`config.mk`:
```
export PLATFORM = sky130hd
export DESIGN_NAME = ptp_frame_classifier
export DESIGN_NICKNAME = d
export VERILOG_FILES = /design/src/rtl/ptpc_pkg.sv /design/src/rtl/ptpc_pos_track.sv /design/src/rtl/ptpc_hdr_walk.sv /design/src/rtl/ptpc_ptp_fields.sv /design/src/rtl/ptpc_cmd_gen.sv /design/src/rtl/ptp_frame_classifier.sv
export SDC_FILE = /design/constraint.sdc
export NUM_CORES = 1
export LEC_CHECK = 0
export ABC_AREA = 0
export BUFFER_PORTS_ARGS = -buffer_cell sky130_fd_sc_hd__buf_4
export CAP_MARGIN = 20
export CELL_PAD_IN_SITES_DETAIL_PLACEMENT = 1
export CELL_PAD_IN_SITES_GLOBAL_PLACEMENT = 2
export CORE_UTILIZATION = 38
export CTS_CLUSTER_DIAMETER = 200
export DETAILED_ROUTE_END_ITERATION = 16
export GPL_TIMING_DRIVEN = 0
export PLACE_DENSITY_LB_ADDON = 0.1
export REMOVE_ABC_BUFFERS = 1
export SYNTH_ARGS = -nofsm -noshare
export SYNTH_HDL_FRONTEND = slang
export SYNTH_SLANG_ARGS = --single-unit
```
`constraint.sdc`:
```
create_clock -name clk -period 5.4 [get_ports clk]
set_input_delay 0.81 -clock clk [delete_from_list [all_inputs] [get_ports clk]]
set_output_delay 0.81 -clock clk [all_outputs]
set_load 0.005 [all_outputs]
```
`src/rtl/ptpc_pkg.sv`:
```
// Shared types and protocol constants for the PTP frame classifier.
// Assumes byte offsets are counted from the first byte of the frame.
package ptpc_pkg;

    typedef enum logic [1:0] {
        ENC_NONE = 2'd0,
        ENC_ETH  = 2'd1,
        ENC_IP4  = 2'd2,
        ENC_IP6  = 2'd3
    } ptpc_encap_e;

    typedef enum logic [2:0] {
        WK_IDLE,
        WK_ETH,
        WK_IP4,
        WK_IP6,
        WK_UDP,
        WK_PTP,
        WK_DROP
    } ptpc_walk_e;

    localparam logic [15:0] TPID_C     = 16'h8100;
    localparam logic [15:0] TPID_S     = 16'h88A8;
    localparam logic [15:0] ETYPE_PTP  = 16'h88F7;
    localparam logic [15:0] ETYPE_IP4  = 16'h0800;
    localparam logic [15:0] ETYPE_IP6  = 16'h86DD;
    localparam logic [15:0] UDP_EVENT  = 16'd319;
    localparam logic [15:0] UDP_GENRL  = 16'd320;
    localparam logic [7:0]  PROTO_UDP  = 8'd17;
    localparam logic [7:0]  IP4_VIHL   = 8'h45;
    localparam logic [3:0]  IP6_VER    = 4'h6;
    localparam logic [3:0]  EVENT_LIM  = 4'd4;

    localparam int ETH_HDR    = 14;
    localparam int TAG_LEN    = 4;
    localparam int IP4_HDR    = 20;
    localparam int IP4_PROTO  = 9;
    localparam int IP6_HDR    = 40;
    localparam int IP6_NXT    = 6;
    localparam int UDP_HDR    = 8;
    localparam int UDP_DPORT  = 2;
    localparam int PTP_DOM    = 4;
    localparam int PTP_CF     = 8;
    localparam int PTP_SEQ    = 30;
    localparam int PTP_TS     = 34;

    localparam int FP_W       = 28;

endpackage

```
`src/rtl/ptpc_pos_track.sv`:
```
// Byte position tracker: gives the index of the byte on the bus this cycle.
// Assumes in_sop marks index 0; the count saturates at the top of OFS_W.
module ptpc_pos_track #(
    parameter int OFS_W = 8
) (
    input  logic             clk,
    input  logic             rst_n,
    input  logic             in_valid,
    input  logic             in_sop,
    output logic [OFS_W-1:0] cur_idx
);
    localparam logic [OFS_W-1:0] IDX_MAX = '1;

    logic [OFS_W-1:0] cnt_q;

    // Index of the present byte: zero on a start marker, else the running count.
    always_comb begin
        cur_idx = in_sop ? '0 : cnt_q;
    end

    // Advance the count on every accepted byte, holding at the maximum.
    always_ff @(posedge clk) begin
        if (!rst_n) begin
            cnt_q <= '0;
        end else if (in_valid) begin
            cnt_q <= (cur_idx == IDX_MAX) ? IDX_MAX : cur_idx + 1'b1;
        end
    end
endmodule

```
`src/rtl/ptpc_hdr_walk.sv`:
```
// Header walker: follows VLAN tags, EtherType, IPv4/IPv6 and UDP to find
// where the PTP header begins. Assumes IPv4 without options (first byte 0x45)
// and IPv6 with UDP as the immediate next header.
module ptpc_hdr_walk
    import ptpc_pkg::*;
#(
    parameter int OFS_W    = 8,
    parameter int MAX_TAGS = 2,
    localparam int TAG_W   = $clog2(MAX_TAGS + 1)
) (
    input  logic             clk,
    input  logic             rst_n,
    input  logic             in_valid,
    input  logic             in_sop,
    input  logic [7:0]       in_data,
    input  logic [OFS_W-1:0] cur_idx,
    output ptpc_walk_e       walk_st,
    output logic [OFS_W-1:0] ptp_base,
    output ptpc_encap_e      encap,
    output logic [TAG_W-1:0] tags_now
);
    localparam logic [OFS_W-1:0] L_ETH   = OFS_W'(ETH_HDR);
    localparam logic [OFS_W-1:0] L_TAG   = OFS_W'(TAG_LEN);
    localparam logic [OFS_W-1:0] L_ONE   = OFS_W'(1);
    localparam logic [OFS_W-1:0] L_TWO   = OFS_W'(2);
    localparam logic [OFS_W-1:0] L_P4    = OFS_W'(IP4_PROTO);
    localparam logic [OFS_W-1:0] L_N6    = OFS_W'(IP6_NXT);
    localparam logic [OFS_W-1:0] L_U4    = OFS_W'(IP4_HDR);
    localparam logic [OFS_W-1:0] L_U6    = OFS_W'(IP6_HDR);
    localparam logic [OFS_W-1:0] L_DPH   = OFS_W'(UDP_DPORT);
    localparam logic [OFS_W-1:0] L_DPL   = OFS_W'(UDP_DPORT + 1);
    localparam logic [OFS_W-1:0] L_UDP   = OFS_W'(UDP_HDR);
    localparam logic [TAG_W-1:0] TAG_MAX = TAG_W'(MAX_TAGS);

    ptpc_walk_e       st_q, st_w, st_d;
    ptpc_encap_e      enc_q, enc_w, enc_d;
    logic [OFS_W-1:0] l2_q, l2_w, l2_d;
    logic [OFS_W-1:0] ub_q, ub_d;
    logic [OFS_W-1:0] base_q, base_w, base_d;
    logic [TAG_W-1:0] tags_q, tags_w, tags_d;
    logic [7:0]       hi_q, hi_d;
    logic [15:0]      word;

    // Decide the next walk state from the present byte and its index.
    always_comb begin
        st_w   = st_q;
        enc_w  = enc_q;
        l2_w   = l2_q;
        base_w = base_q;
        tags_w = tags_q;
        if (in_sop) begin
            st_w   = WK_ETH;
            enc_w  = ENC_NONE;
            l2_w   = L_ETH;
            base_w = '0;
            tags_w = '0;
        end
        st_d   = st_w;
        enc_d  = enc_w;
        l2_d   = l2_w;
        base_d = base_w;
        tags_d = tags_w;
        ub_d   = ub_q;
        hi_d   = hi_q;
        word   = {hi_q, in_data};
        case (st_w)
            WK_ETH: begin
                if (cur_idx == l2_w - L_TWO) begin
                    hi_d = in_data;
                end else if (cur_idx == l2_w - L_ONE) begin
                    if ((word == TPID_C || word == TPID_S) && tags_w < TAG_MAX) begin
                        tags_d = tags_w + 1'b1;
                        l2_d   = l2_w + L_TAG;
                    end else if (word == ETYPE_PTP) begin
                        st_d   = WK_PTP;
                        base_d = l2_w;
                        enc_d  = ENC_ETH;
                    end else if (word == ETYPE_IP4) begin
                        st_d = WK_IP4;
                    end else if (word == ETYPE_IP6) begin
                        st_d = WK_IP6;
                    end else begin
                        st_d = WK_DROP;
                    end
                end
            end
            WK_IP4: begin
                if (cur_idx == l2_w) begin
                    if (in_data != IP4_VIHL) st_d = WK_DROP;
                end else if (cur_idx == l2_w + L_P4) begin
                    if (in_data == PROTO_UDP) begin
                        st_d  = WK_UDP;
                        ub_d  = l2_w + L_U4;
                        enc_d = ENC_IP4;
                    end else begin
                        st_d = WK_DROP;
                    end
                end
            end
            WK_IP6: begin
                if (cur_idx == l2_w) begin
                    if (in_data[7:4] != IP6_VER) st_d = WK_DROP;
                end else if (cur_idx == l2_w + L_N6) begin
                    if (in_data == PROTO_UDP) begin
                        st_d  = WK_UDP;
                        ub_d  = l2_w + L_U6;
                        enc_d = ENC_IP6;
                    end else begin
                        st_d = WK_DROP;
                    end
                end
            end
            WK_UDP: begin
                if (cur_idx == ub_q + L_DPH) begin
                    hi_d = in_data;
                end else if (cur_idx == ub_q + L_DPL) begin
                    if (word == UDP_EVENT || word == UDP_GENRL) begin
                        st_d   = WK_PTP;
                        base_d = ub_q + L_UDP;
                    end else begin
                        st_d = WK_DROP;
                    end
                end
            end
            default: begin
            end
        endcase
    end

    // Hold the walk state between bytes; idle cycles change nothing.
    always_ff @(posedge clk) begin
        if (!rst_n) begin
            st_q   <= WK_IDLE;
            enc_q  <= ENC_NONE;
            l2_q   <= L_ETH;
            ub_q   <= '0;
            base_q <= '0;
            tags_q <= '0;
            hi_q   <= '0;
        end else if (in_valid) begin
            st_q   <= st_d;
            enc_q  <= enc_d;
            l2_q   <= l2_d;
            ub_q   <= ub_d;
            base_q <= base_d;
            tags_q <= tags_d;
            hi_q   <= hi_d;
        end
    end

    assign walk_st  = st_q;
    assign ptp_base = base_q;
    assign encap    = enc_q;
    assign tags_now = tags_d;
endmodule

```
`src/rtl/ptpc_ptp_fields.sv`:
```
// PTP header field capture: latches message type, domain and the upper
// sequenceId byte, and flags the byte that completes the sequenceId.
// Assumes the walker has reached its PTP state before the header starts.
module ptpc_ptp_fields
    import ptpc_pkg::*;
#(
    parameter int OFS_W = 8
) (
    input  logic             clk,
    input  logic             rst_n,
    input  logic             in_valid,
    input  logic             in_sop,
    input  logic [7:0]       in_data,
    input  logic [OFS_W-1:0] cur_idx,
    input  ptpc_walk_e       walk_st,
    input  logic [OFS_W-1:0] ptp_base,
    output logic [3:0]       msg_type,
    output logic [7:0]       domain,
    output logic [7:0]       seq_hi,
    output logic             hdr_done
);
    localparam logic [OFS_W-1:0] L_DOM = OFS_W'(PTP_DOM);
    localparam logic [OFS_W-1:0] L_SQH = OFS_W'(PTP_SEQ);
    localparam logic [OFS_W-1:0] L_SQL = OFS_W'(PTP_SEQ + 1);

    logic in_ptp;

    // A byte belongs to a PTP header only inside a frame already classified.
    always_comb begin
        in_ptp   = in_valid && !in_sop && (walk_st == WK_PTP);
        hdr_done = in_ptp && (cur_idx == ptp_base + L_SQL);
    end

    // Capture the header fields as their bytes pass.
    always_ff @(posedge clk) begin
        if (!rst_n) begin
            msg_type <= '0;
            domain   <= '0;
            seq_hi   <= '0;
        end else if (in_ptp) begin
            if (cur_idx == ptp_base)         msg_type <= in_data[3:0];
            if (cur_idx == ptp_base + L_DOM) domain   <= in_data;
            if (cur_idx == ptp_base + L_SQH) seq_hi   <= in_data;
        end
    end
endmodule

```
`src/rtl/ptpc_cmd_gen.sv`:
```
// Command builder: issues one registered command per frame, either when the
// PTP header is complete or at the end marker of any other frame.
// Assumes hdr_done can only be high for a byte of the current frame.
module ptpc_cmd_gen
    import ptpc_pkg::*;
#(
    parameter int OFS_W    = 8,
    parameter int MAX_TAGS = 2,
    localparam int TAG_W   = $clog2(MAX_TAGS + 1)
) (
    input  logic             clk,
    input  logic             rst_n,
    input  logic             in_valid,
    input  logic             in_sop,
    input  logic             in_eop,
    input  logic [7:0]       in_data,
    input  logic             hdr_done,
    input  logic [3:0]       msg_type,
    input  logic [7:0]       domain,
    input  logic [7:0]       seq_hi,
    input  logic [OFS_W-1:0] ptp_base,
    input  ptpc_encap_e      encap,
    input  logic [TAG_W-1:0] tags_now,
    output logic             cmd_valid,
    output logic             cmd_is_ptp,
    output logic             cmd_take_ts,
    output logic             cmd_cf_extra,
    output logic [OFS_W-1:0] cmd_ts_ofs,
    output logic [OFS_W-1:0] cmd_cf_ofs,
    output logic [3:0]       cmd_msg_type,
    output logic [FP_W-1:0]  cmd_fprint,
    output logic [1:0]       cmd_encap,
    output logic [TAG_W-1:0] cmd_vlans
);
    localparam logic [OFS_W-1:0] L_TS = OFS_W'(PTP_TS);
    localparam logic [OFS_W-1:0] L_CF = OFS_W'(PTP_CF);

    logic done_q, done_w, fire_ptp, fire_none;

    // A frame may issue at most one command; start markers re-arm it.
    always_comb begin
        done_w    = in_sop ? 1'b0 : done_q;
        fire_ptp  = hdr_done && !done_w;
        fire_none = in_valid && in_eop && !hdr_done && !done_w;
    end

    // Track whether the current frame already issued its command.
    always_ff @(posedge clk) begin
        if (!rst_n) begin
            done_q <= 1'b1;
        end else if (in_valid) begin
            done_q <= done_w || fire_ptp || in_eop;
        end
    end

    // Register the command fields for the strobe cycle.
    always_ff @(posedge clk) begin
        if (!rst_n) begin
            cmd_valid    <= 1'b0;
            cmd_is_ptp   <= 1'b0;
            cmd_take_ts  <= 1'b0;
            cmd_cf_extra <= 1'b0;
            cmd_ts_ofs   <= '0;
            cmd_cf_ofs   <= '0;
            cmd_msg_type <= '0;
            cmd_fprint   <= '0;
            cmd_encap    <= '0;
            cmd_vlans    <= '0;
        end else begin
            cmd_valid <= fire_ptp || fire_none;
            if (fire_ptp) begin
                cmd_is_ptp   <= 1'b1;
                cmd_take_ts  <= (msg_type < EVENT_LIM);
                cmd_cf_extra <= (encap == ENC_IP6);
                cmd_ts_ofs   <= ptp_base + L_TS;
                cmd_cf_ofs   <= ptp_base + L_CF;
                cmd_msg_type <= msg_type;
                cmd_fprint   <= {msg_type, domain, seq_hi, in_data};
                cmd_encap    <= encap;
                cmd_vlans    <= tags_now;
            end else if (fire_none) begin
                cmd_is_ptp   <= 1'b0;
                cmd_take_ts  <= 1'b0;
                cmd_cf_extra <= 1'b0;
                cmd_ts_ofs   <= '0;
                cmd_cf_ofs   <= '0;
                cmd_msg_type <= '0;
                cmd_fprint   <= '0;
                cmd_encap    <= ENC_NONE;
                cmd_vlans    <= tags_now;
            end
        end
    end
endmodule

```
`src/rtl/ptp_frame_classifier.sv`:
```
// PTP frame classifier top: finds PTP messages in an Ethernet byte stream,
// locates their correction and timestamp fields, and issues one command per
// frame with a fingerprint. Assumes one byte per cycle at most, in order.
module ptp_frame_classifier
    import ptpc_pkg::*;
#(
    parameter int OFS_W    = 8,
    parameter int MAX_TAGS = 2,
    localparam int TAG_W   = $clog2(MAX_TAGS + 1)
) (
    input  logic             clk,
    input  logic             rst_n,
    input  logic             in_valid,
    input  logic             in_sop,
    input  logic             in_eop,
    input  logic [7:0]       in_data,
    output logic             cmd_valid,
    output logic             cmd_is_ptp,
    output logic             cmd_take_ts,
    output logic             cmd_cf_extra,
    output logic [OFS_W-1:0] cmd_ts_ofs,
    output logic [OFS_W-1:0] cmd_cf_ofs,
    output logic [3:0]       cmd_msg_type,
    output logic [FP_W-1:0]  cmd_fprint,
    output logic [1:0]       cmd_encap,
    output logic [TAG_W-1:0] cmd_vlans
);
    logic [OFS_W-1:0] cur_idx;
    ptpc_walk_e       walk_st;
    logic [OFS_W-1:0] ptp_base;
    ptpc_encap_e      encap;
    logic [TAG_W-1:0] tags_now;
    logic [3:0]       msg_type;
    logic [7:0]       domain;
    logic [7:0]       seq_hi;
    logic             hdr_done;

    ptpc_pos_track #(.OFS_W(OFS_W)) u_pos (
        .clk(clk), .rst_n(rst_n), .in_valid(in_valid), .in_sop(in_sop),
        .cur_idx(cur_idx)
    );

    ptpc_hdr_walk #(.OFS_W(OFS_W), .MAX_TAGS(MAX_TAGS)) u_walk (
        .clk(clk), .rst_n(rst_n), .in_valid(in_valid), .in_sop(in_sop),
        .in_data(in_data), .cur_idx(cur_idx), .walk_st(walk_st),
        .ptp_base(ptp_base), .encap(encap), .tags_now(tags_now)
    );

    ptpc_ptp_fields #(.OFS_W(OFS_W)) u_fields (
        .clk(clk), .rst_n(rst_n), .in_valid(in_valid), .in_sop(in_sop),
        .in_data(in_data), .cur_idx(cur_idx), .walk_st(walk_st),
        .ptp_base(ptp_base), .msg_type(msg_type), .domain(domain),
        .seq_hi(seq_hi), .hdr_done(hdr_done)
    );

    ptpc_cmd_gen #(.OFS_W(OFS_W), .MAX_TAGS(MAX_TAGS)) u_cmd (
        .clk(clk), .rst_n(rst_n), .in_valid(in_valid), .in_sop(in_sop),
        .in_eop(in_eop), .in_data(in_data), .hdr_done(hdr_done),
        .msg_type(msg_type), .domain(domain), .seq_hi(seq_hi),
        .ptp_base(ptp_base), .encap(encap), .tags_now(tags_now),
        .cmd_valid(cmd_valid), .cmd_is_ptp(cmd_is_ptp),
        .cmd_take_ts(cmd_take_ts), .cmd_cf_extra(cmd_cf_extra),
        .cmd_ts_ofs(cmd_ts_ofs), .cmd_cf_ofs(cmd_cf_ofs),
        .cmd_msg_type(cmd_msg_type), .cmd_fprint(cmd_fprint),
        .cmd_encap(cmd_encap), .cmd_vlans(cmd_vlans)
    );
endmodule

```
Word level (Yosys, flattened, before mapping)
Cells that the tools add are included.
{"block": "classes", "n_lt_le_gt_ge": 2, "n_eq_ne": 36, "mux": 77, "addsub": 17, "n_reduce_logical": 24}
{"operator": "$mux W8", "count": 26}
{"operator": "$eq A8 B8 Y1", "count": 11}
{"operator": "$eq A16 B16 Y1 const B", "count": 4}
{"operator": "$mux W28", "count": 2}
{"operator": "$pmux W8 S2", "count": 3}
{"operator": "$mux W3", "count": 15}
{"operator": "$mux W2", "count": 22}
{"operator": "$eq A16 B9 Y1 const B", "count": 2}
{"operator": "$add A8 B3 Y8 const B", "count": 3}
{"operator": "$add A8 B4 Y8 const B", "count": 3}
{"operator": "$add A8 B5 Y8 const B", "count": 3}
{"operator": "$add A8 B2 Y8 const B", "count": 2}
{"operator": "$add A8 B6 Y8 const B", "count": 2}
{"operator": "$eq A16 B12 Y1 const B", "count": 1}
{"operator": "$ne A2 B1 Y1 const B", "count": 6}
{"operator": "$pmux W3 S4", "count": 1}
{"operator": "$add A8 B1 Y8 const B", "count": 1}
{"operator": "$eq A8 B5 Y1 const B", "count": 1}
{"operator": "$eq A8 B8 Y1 const B", "count": 1}
{"operator": "$logic_and A1 B1 Y1", "count": 8}
{"operator": "$mux W4", "count": 2}
{"operator": "$ne A8 B7 Y1 const B", "count": 1}
{"operator": "$reduce_and A8 Y1", "count": 1}
{"operator": "$sub A8 B1 Y8 const B", "count": 1}
{"operator": "17 further kinds", "count": 34}
{"block": "word_totals", "reg_bits": 124, "in_bits": 13, "out_inout_bits": 56}

Longest topological paths before layout
{"block": "depth", "word_depth": 9, "ltp_mapped": 15, "mapped_depth_nobuf": 12}

Modules after synthesis
From an unflattened synthesis, not the netlist that was laid out.
{"block": "unflattened", "cells_unflattened": 1079, "area_unflattened_um2": 8265.4}
{"module": "ptpc_hdr_walk", "area_each_um2": 4227.8, "n_inst": 1, "cells_each": 592, "seq_area_each_um2": 780.7}
{"module": "ptpc_cmd_gen", "area_each_um2": 2180.8, "n_inst": 1, "cells_each": 265, "seq_area_each_um2": 1041.0}
{"module": "ptpc_ptp_fields", "area_each_um2": 1370.1, "n_inst": 1, "cells_each": 161, "seq_area_each_um2": 400.4}
{"module": "ptpc_pos_track", "area_each_um2": 486.7, "n_inst": 1, "cells_each": 61, "seq_area_each_um2": 160.2}

Worst setup path after synthesis
Ideal clock, no wire load.
{"block": "synth_path", "path_kind": "input to register", "startpoint": "input in_sop", "endpoint": "register u_walk.ub_q[0]", "arrival_ps": 3493, "setup_time_ps": 128, "required_ps": 5272, "stages": 15, "setup_slack_ps": 1779, "cell_sequence": "clkbuf_1 buf_2 inv_2 nand2_1 inv_1 ha_1 a21oi_1 xnor2_1 or4_1 or4_1 o31a_1 nor3_2 buf_4 mux2i_1 nor2_1"}
{"block": "synth_via", "elab_chain_cells": 6, "word_cells_on_any_way": 27, "cone_classes": "add/sub (4); eq/ne (11); mux (10); reduce/logical (2)"}
{"element": "from (decl)", "line_no": "ptp_frame_classifier.sv:14", "text": "input logic in_sop,"}
{"element": "branches (longest 6 deep; another with $add A8 B3 Y8)"}
{"element": "to (signal assigned)", "line_no": "ptpc_hdr_walk.sv:144", "text": "ub_q <= ub_d;"}
{"element": "to (decl)", "line_no": "ptpc_hdr_walk.sv:38", "text": "logic [OFS_W-1:0] ub_q, ub_d;"}
Several ways; the timed one is not identified. The select of a mux whose other input is x is not followed.
A chain may end at the register's enable or synchronous reset.

Worst setup path in the final report
Ends and elaborated chain as after synthesis.

==> run_results.csv <==
group,metric,value,unit
worst_hold_path,hp-start,"u_cmd.cmd_is_ptp",
global_routing,grt_pass1_vias,6889,
worst_setup_path,end_kind,"register",
floorplan,core,19500,µm²
timing,rsz0062_at_grt,"no",
run_status,outcome,"completed",
timing,fin_skew,0.0111,ns
clocking,cts_resized,0,
global_routing,track_usage,0.243,
worst_hold_path,worstHoldEndpoint,"u_cmd.cmd_is_ptp",
clocking,cts_tree,"yes",
clocking,cts_sinks,119,
clocking,clock_path_buffers,2,
floorplan,die_h,143,µm
power,pwr-share-comb,0.062,
worst_setup_path,critPathArrivalTime,4.69,ns
worst_setup_path,cp_max_fo,69,
worst_setup_path,path_class,"primary input to register",
clocking,cts_inserted_buffers,17,
worst_hold_path,min_path_type,"register to register",
finish,areaGrowthSynthToFinish,15.9,%
yosys,synth-main-ff-cell,"dfxtp_1",
yosys,async_reset_ff_frac,0,
routing,vias,7033,
yosys,ys_seq_area_frac,0.315,
power,power.density,259,nW/µm²
power,pwr-share-seq,0.396,
timing,fin_crit_sh,0.817,
routing,viasPerCell,5.58,
worst_hold_path,holdPathStages,2,
power,p_sw,590,µW
routing,finalWirelength,23.9,mm
routing,drc,0,
yosys,synthDominantCellAreaShare,0.315,
timing,slew_violations,0,
worst_setup_path,regToRegStartpoint,"u_walk.ptp_base[1]",
place,gp_congestion,0.851,
global_routing,antenna_found_initial,0,
timing,setup_viol,0,
yosys,synth_edf_count,0,
yosys,yosysTopAreaCell,"dfxtp_1",
global_routing,overflow,0,
power,power.internal,1680,µW
place,io_buffers,68,
timing,fin_crit,4.41,ns
worst_setup_path,r2r_end,"u_cmd.cmd_vlans[1]",
worst_setup_path,worstSetupStartpointType,"primary input",
worst_setup_path,regToRegSetupSlack,1.19,ns
routing,wl_per_cell,18.9,µm
global_routing,grt_pass1_wl,38.3,mm
finish,nets,1010,
yosys,ys_top_cells_by_count,"nand2_1, dfxtp_1, a21oi_1, nor2_1, nand3_1",
timing,tns,0,ns
finish,antennaDiodeCount,0,
clocking,hold_buffers,0,
clocking,postCtsSetupRepairBufs,0,
floorplan,start_util,0.388,
power,peakVddDrop,216,µV
place,post-dp-hpwl,16.6,mm
worst_setup_path,slowest_delay,0.76,ns
routing,dr.pass1.iters,5,
worst_setup_path,required,5.69,ns
timing,setup_ws,0.991,ns
yosys,synth_area,7560,µm²
floorplan,die-area,20500,µm²
yosys,yosysMostFrequentCell,"nand2_1",
place,pre_cts_ws,0.534,ns
clocking,h-tree-depth,4,
floorplan,die_x,143,µm
yosys,netlist_instances,978,
job,cap_viol_max_count,0,
floorplan,pin_count,69,
power,clkPwrFrac,0.542,
yosys,ys_seq_elements,119,
yosys,yosys_warnings,0,
clocking,clk_pin_slew,0.07,ns
worst_setup_path,crit_chain,"buf_4 > inv_2 > nand2_1 > inv_1 > ha_1 > a21oi_1 > xnor2_1 > or4_1 > or4_1 > o31a_1 > nor3_2 > mux2i_1 > nor2_1",
timing,hold_viol,0,
yosys,synthDistinctLibCells,80,
yosys,yosys-top-cells-area,"dfxtp_1, mux2i_1, nand2_1",
worst_setup_path,cp_common_cell,"or4_1",
clocking,insertion_delay,0.43,ns
finish,drive_gt1_frac,0.135,
timing,tightest_slew,0.990,ns
power,p_sw_frac,0.260,
routing,antenna_left,0,
global_routing,grt_max_degree,82,
worst_setup_path,r2r_cells,11,
timing,max_freq,227,MHz
timing,slew_headroom,0.336,
clocking,ctsRootBufferMaster,"clkbuf_16",
worst_setup_path,cpMaxStageDelayCell,"nor3_2",
floorplan,fp-row-count,51,
power,p_leak,0.00327,µW
yosys,syn_area_per_cell,7.73,µm²
routing,drt-initial-drc-count,323,
power,finalPower,2270,µW
==> critical path: cells and delay by family <==
family                     cells  cell delay, ns
AOI/OAI and AO/OA              2            0.40
xor gates and xnor gates       1            0.09
adders and majority gates      1            0.23
buffers and inverters          3            0.88
muxes                          1            0.28
and+or+nand+nor                5            1.99
==> worst max path at each step <==
stage                 from                 end  slack (ns)  cells after the start
floorplan           in_sop  u_cmd.cmd_vlans[1]        1.88                      8
global placement    in_sop  u_cmd.cmd_vlans[1]        0.42                      9
detailed placement  in_sop      u_walk.ub_q[2]        0.53                     13
CTS                 in_sop      u_walk.ub_q[2]        0.97                     13
global route        in_sop      u_walk.ub_q[2]        0.70                     13
finish              in_sop      u_walk.ub_q[0]        0.99                     13
==> metrics by stage <==
step | hold WS [ns] | instance area [µm²] | instances | util
floorplan | 0.436 | 7200 | 892 | -
global placement | 0.442 | 8050 | 1225 | 0.413
detailed placement | 0.449 | 8140 | 1228 | 0.418
CTS | 0.458 | 8760 | 1260 | 0.450
global route | 0.472 | 8760 | 1260 | 0.450
finish | 0.456 | 8760 | 1260 | 0.450
==> layer usage <==
layer | vias to the layer above | track usage | wire (µm)
met5 | - | 0 | 0
met4 | 0 | 0.0702 | 380
met3 | 29 | 0.0325 | 649
met2 | 102 | 0.396 | 11000
met1 | 3439 | 0.332 | 11800
li1 | 3463 | - | -
==> power by group through the flow <==
stage | combinational, µW | sequential, µW | clock (µW)
6_report | 141 | 901 | 1230
5_1_grt | 155 | 902 | 1290
4_1_cts | 142 | 901 | 1250
3_5_place_dp | 141 | 920 | 0
3_3_place_gp | 137 | 920 | 0
2_1_floorplan | 76.9 | 914 | 0
==> cell usage in the layout (no fill, tap or decap), types with 6 or more instances in the layout <==
master	netlist	routed
nand2_1	120	120
dfxtp_1	119	119
a21oi_1	80	80
nor2_1	78	78
nand3_1	75	74
buf_4	6	68
mux2i_1	49	49
xnor2_1	45	45
o21ai_0	29	29
xor2_1	26	26
nor2b_1	22	22
inv_1	21	21
clkbuf_16	0	17
nor3_1	16	16
a31oi_1	15	15
ha_1	15	15
nand2b_1	13	13
and3_1	11	11
nor4_1	10	10
or3_1	9	9
nand4_1	8	8
o211ai_1	8	8
or4_1	6	6
==> cells by family after synthesis <==
family | count (synthesis) | synth area share
buffers and inverters | 110 | 0.0589
DFF | 119 | 0.315
muxes | 51 | 0.0679
xor gates and xnor gates | 73 | 0.0874
and+or+nand+nor | 413 | 0.279
adders and majority gates | 15 | 0.0248
AOI/OAI and AO/OA | 197 | 0.167
==> sequential cells by signal, indices dropped and copies added (netlist names), 2 cells and up <==
signal / count
u_walk.tags_q: 2
u_pos.cnt_q: 8
u_walk.encap: 2
u_walk.ptp_base: 8
u_walk.l2_q: 8
u_cmd.cmd_ts_ofs: 7
u_cmd.cmd_cf_ofs: 8
u_cmd.cmd_encap: 2
u_fields.seq_hi: 8
u_walk.hi_q: 8
u_fields.msg_type: 4
u_walk.walk_st: 3
u_walk.ub_q: 8
u_cmd.cmd_vlans: 2
u_fields.domain: 8
u_cmd.cmd_fprint: 28
==> cell type report <==
cell class | instances | area [µm²]
Tap cell | 265 | 332
Multi-Input combinational cell | 749 | 4740
Inverter | 24 | 92.6
Timing Repair Buffer | 71 | 586
Clock inverter | 14 | 189
Clock buffer | 18 | 439
Sequential cell | 119 | 2380
Fill cell | 2399 | 10700
Power figures use the tool's default switching activity.
